`config.mk`:
```
export PLATFORM = sky130hd
export DESIGN_NAME = dma_chain_loader
export DESIGN_NICKNAME = d
export VERILOG_FILES = /design/src/rtl/dma_chain_loader.sv
export SDC_FILE = /design/constraint.sdc
export NUM_CORES = 1
export LEC_CHECK = 0
export ABC_AREA = 1
export BUFFER_PORTS_ARGS = -buffer_cell sky130_fd_sc_hd__buf_2
export CAP_MARGIN = 0
export CORE_MARGIN = 2
export CORE_UTILIZATION = 45
export CTS_CLUSTER_DIAMETER = 150
export CTS_CLUSTER_SIZE = 10
export DETAILED_ROUTE_END_ITERATION = 16
export PLACE_DENSITY = 0.78
export SLEW_MARGIN = 10
export SYNTH_ARGS = -nofsm -noshare
export SYNTH_HDL_FRONTEND = slang
export SYNTH_SLANG_ARGS = --single-unit
```
`constraint.sdc`:
```
create_clock -name clk -period 2.4 [get_ports clk]
set_input_delay 0.12 -clock clk [delete_from_list [all_inputs] [get_ports clk]]
set_output_delay 0.12 -clock clk [all_outputs]
set_load 0.1 [all_outputs]
```
`src/rtl/dma_chain_loader.sv`:
```
module dma_chain_loader #(
  parameter int AW    = 32,
  parameter int CNT_W = 12
) (
  input  logic          clk,
  input  logic          rst_n,
  input  logic          elem_done,
  input  logic [31:0]   ctrl_in,
  input  logic [AW-1:0] link_in,
  input  logic [31:0]   cfg_in,
  output logic          rd_req,
  output logic [AW-1:0] rd_addr,
  input  logic          rd_valid,
  input  logic          rd_err,
  input  logic [31:0]   rd_data,
  output logic          upd_src,
  output logic          upd_dst,
  output logic          upd_ctrl,
  output logic          upd_link,
  output logic          upd_cfg,
  output logic [31:0]   upd_data,
  output logic          busy,
  output logic          done,
  output logic          tc_flag,
  output logic          err_flag
);

  logic          fetching;
  logic [1:0]    step;
  logic [AW-1:0] base;
  logic [31:0]   new_ctrl;
  logic [AW-1:0] off;
  logic          trig;
  logic          link_zero;
  logic          unused_bits;

  assign unused_bits = ^{link_in[1:0], ctrl_in[30:CNT_W]};
  assign busy      = fetching | done;
  assign trig      = elem_done && (ctrl_in[CNT_W-1:0] == '0) && !busy;
  assign link_zero = (link_in[AW-1:2] == '0);
  assign rd_req    = fetching;
  assign rd_addr   = base + off;

  always_comb begin
    case (step)
      2'd0:    off = AW'(0);
      2'd1:    off = AW'(4);
      2'd2:    off = AW'(12);
      default: off = AW'(8);
    endcase
  end

  always_ff @(posedge clk or negedge rst_n) begin
    if (!rst_n) begin
      fetching <= 1'b0;
      step     <= 2'd0;
      base     <= '0;
      new_ctrl <= '0;
      upd_src  <= 1'b0;
      upd_dst  <= 1'b0;
      upd_ctrl <= 1'b0;
      upd_link <= 1'b0;
      upd_cfg  <= 1'b0;
      upd_data <= '0;
      done     <= 1'b0;
      tc_flag  <= 1'b0;
      err_flag <= 1'b0;
    end else begin
      upd_src  <= 1'b0;
      upd_dst  <= 1'b0;
      upd_ctrl <= 1'b0;
      upd_link <= 1'b0;
      upd_cfg  <= 1'b0;
      done     <= 1'b0;
      tc_flag  <= 1'b0;
      err_flag <= 1'b0;
      if (trig) begin
        if (link_zero) begin
          upd_cfg  <= 1'b1;
          upd_data <= cfg_in & ~32'd1;
          done     <= 1'b1;
          tc_flag  <= ctrl_in[31];
        end else begin
          fetching <= 1'b1;
          step     <= 2'd0;
          base     <= {link_in[AW-1:2], 2'b00};
        end
      end else if (fetching && rd_err) begin
        fetching <= 1'b0;
        upd_cfg  <= 1'b1;
        upd_data <= cfg_in & ~32'd1;
        err_flag <= 1'b1;
        done     <= 1'b1;
      end else if (fetching && rd_valid) begin
        upd_data <= rd_data;
        step     <= step + 2'd1;
        case (step)
          2'd0: upd_src <= 1'b1;
          2'd1: upd_dst <= 1'b1;
          2'd2: begin
            upd_ctrl <= 1'b1;
            new_ctrl <= rd_data;
          end
          default: begin
            upd_link <= 1'b1;
            done     <= 1'b1;
            tc_flag  <= new_ctrl[31];
            fetching <= 1'b0;
          end
        endcase
      end
    end
  end


  rd_hold_chk: assert property (@(posedge clk) disable iff (!rst_n)
    rd_req && !rd_valid && !rd_err |=> rd_req && $stable(rd_addr));


  one_update_chk: assert property (@(posedge clk) disable iff (!rst_n)
    $onehot0({upd_src, upd_dst, upd_ctrl, upd_link, upd_cfg}));


  tc_with_done_chk: assert property (@(posedge clk) disable iff (!rst_n)
    tc_flag |-> done);


  err_abort_chk: assert property (@(posedge clk) disable iff (!rst_n)
    err_flag |-> upd_cfg && done && !tc_flag && !rd_req);


  busy_start_chk: assert property (@(posedge clk) disable iff (!rst_n)
    $rose(busy) |-> $past(elem_done));

endmodule

```
==> flow_summary.toml <==
[placed_design]
place_area_um2 = 6570
dp_hpwl_um = 10300
post-place-ws_ns = -0.126
gp_congestion = 0.889
dp.cells = 944
io_buffers = 182

[floorplan]
core_um2 = 9640
die_h_um = 103
die_x_um = 103
die_area_um2 = 10600
rows = 36
ioPinCount = 207
start_util_pct = 45.7

[cts]
ctsLongestPathBuffers = 2
worstSkewPairLatency_ns = 0.34
cts_made_buffers = 9
cts.sinks = 74
cts_tree = "done"
cts.clk_slew.worst_paths_ns = 0.08
clockRootBuffer = "clkbuf_8"
htreeDepth = 3

[sta]
worst_clock_skew_ns = 0.00724
relSlewSlack_pct = 38.5
rsz0062_at_grt = "true"
finalSetupViolations = 28
layout_min_cycle_time_ns = 2.78
whs_ns = 0.0212
slew_violations = 0
post-route-period-util_pct = 116
worst_slew_pin_slew_ns = 0.922
timing.fmax_ghz = 0.359
layout_setup_ws_ns = -0.383
tns_ns = -7.81
hold_viol = 0

[yosys]
synth_area_leaders = "dfrtp_1 (42%), nand2_1 (17%), nor2_1 (12%)"
synth_ff_type = "dfrtp_1"
ys_types = 32
ys_warn_count = 0
ys_seq_elements = 74
synth-edff-count = 0
yosysTopAreaCell = "dfrtp_1"
synth-async-reset-ratio_pct = 100
synth_top_area_share_pct = 42.1
postSynthCellCount = 626
synth_common_cells = "nand2_1 (199), nor2_1 (146), dfrtp_1 (74)"
yosysMostFrequentCell = "nand2_1"
yosysSeqAreaShare_pct = 42.1
syn_area_per_cell_um2 = 7.03
syn_area_um2 = 4400

[finish]
area_growth_pct = 61.0
nets = 976
drive_gt1_share_pct = 37.6
final_util_pct = 73.5
layoutNonFillerInstCount = 974
antenna_cells = 0
fin_area_um2 = 7090

[power_and_ir_drop]
finalPower_mw = 3.24
p_per_area_nw_per_um2 = 457
p_leak_nw = 3.78
irDropWorstVdd_v = 0.000422

[routing]
post_drt_wl_per_cell_um = 13.9
route.detailed.drc = 0
first_pass_iters = 4
via_count = 4785
drt-total-wl_um = 13600
viasPerCell = 4.91
drtAntennaViolNets = 0
drt-initial-drc-count = 170

[status]
status = "finished, violations left"
violations = "negative setup slack"

[global_route]
grt_pass1_vias = 4597
grt_max_degree = 75
grt_pass1_wl_um = 21600
grt_usage_pct = 26.5
grt_antenna_before_repair = 0
grt_overflow_total = 0

[setup_path]
ff2ff_setup_slack_ns = 0.54
max_stage_delay_ns = 0.42
slowest_stage = "dfrtp_1"
endpoint_kind = "output pin"
arrival_ns = 2.66
crit_path_max_fanout = 4
crit_type = "register to output pin"
cp-start-kind = "register"
cp.required_ns = 2.28
cp_cell_sequence = "inv_2 -> ha_4 -> or2_4 -> ha_4 -> nand2_4 -> a21oi_4 -> nand2_4 -> nor2_4 -> buf_6 -> xor2_4 -> buf_12"
r2r_cells = 9

[hold_path]
hp-class = "input port to register"
min_path_cells = 3

[run]
max_cap_violations = 0
## flip-flops by register name, summed over array words and instances, names as in the netlist
| name | count |
|---|---|
| base | 30 |
| done | 1 |
| err_flag | 1 |
| new_ctrl | 1 |
| rd_req | 1 |
| step | 2 |
| tc_flag | 1 |
| upd_cfg | 1 |
| upd_ctrl | 1 |
| upd_data | 32 |
| upd_dst | 1 |
| upd_link | 1 |
| upd_src | 1 |
## where the power goes
part,internal [mW],switching [mW]
clock network,0.611,0.451
logic,0.183,0.645
registers,1.31,0.0435
## path summary, 6_finish.rpt
check                                    startpoint                       end
setup / recovery                step[0]$_DFFE_PN0P_               rd_addr[11]
hold / removal                           link_in[5]       base[5]$_DFFE_PN0P_
setup reg to reg                 rd_req$_DFFE_PN0P_  upd_data[12]$_DFFE_PN0P_
hold reg to reg            upd_data[27]$_DFFE_PN0P_  upd_data[27]$_DFFE_PN0P_
max in group asynchronous                     rst_n       step[1]$_DFFE_PN0P_
min in group asynchronous                     rst_n  upd_data[12]$_DFFE_PN0P_
## worst max-delay path, delay by kind of cell (launching register included)
kind	cells	cell delay, ns
DFF	1	0.42
AOI/OAI and AO/OA	1	0.26
adders and majority gates	2	0.45
and+or+nand+nor	4	0.59
buffers and inverters	3	0.42
xor gates and xnor gates	1	0.16
## cell families after synthesis
logic type	Yosys count	share of synthesized area, %
and+or+nand+nor	454	42.7
other	1	0.0852
muxes	1	0.256
AOI/OAI and AO/OA	5	0.824
adders and majority gates	7	2.16
DFF	74	42.1
buffers and inverters	59	6.91
xor gates and xnor gates	25	4.97
## cell type report
class,count,area (um2)
clock inverters,5,77.6
flip-flops and latches,74,1850
well taps,133,166
multi-input cells,494,3020
fillers,739,2550
repair buffers,224,1710
clock buffers,11,141
inverters,33,124
## placed cells by master, fill, tap and decap left out, drive strengths merged, types with 3 or more instances in the layout
master,synthesis,routed
nand3,74,74
clkbuf,6,12
ha,6,6
buf,20,221
inv,33,33
or2,4,4
nand2,203,203
xor2,18,18
xnor2,7,7
dfrtp,74,74
nor3,16,16
nor2,149,149
nand4,5,5
a21oi,3,3
## what timing repair did
action / 4_1_cts / 5_1_grt
hold buffers: 2 / 0
pin swaps: 22 / 12
setup endpoints to repair: 29 / 29
gates cloned: 0 / 0
setup buffers: 7 / 8
gates resized for setup: 24 / 18
hold endpoints to repair: 75 / 0
## per-layer routing
layer	routed length (um)	GRT usage, %	up-vias
met2	7240	46.2	184
met3	899	6.31	14
met5	0	0	-
met1	5250	32.1	2226
met4	172	9.31	0
li1	-	-	2361
(Power assumes the default switching activity.)
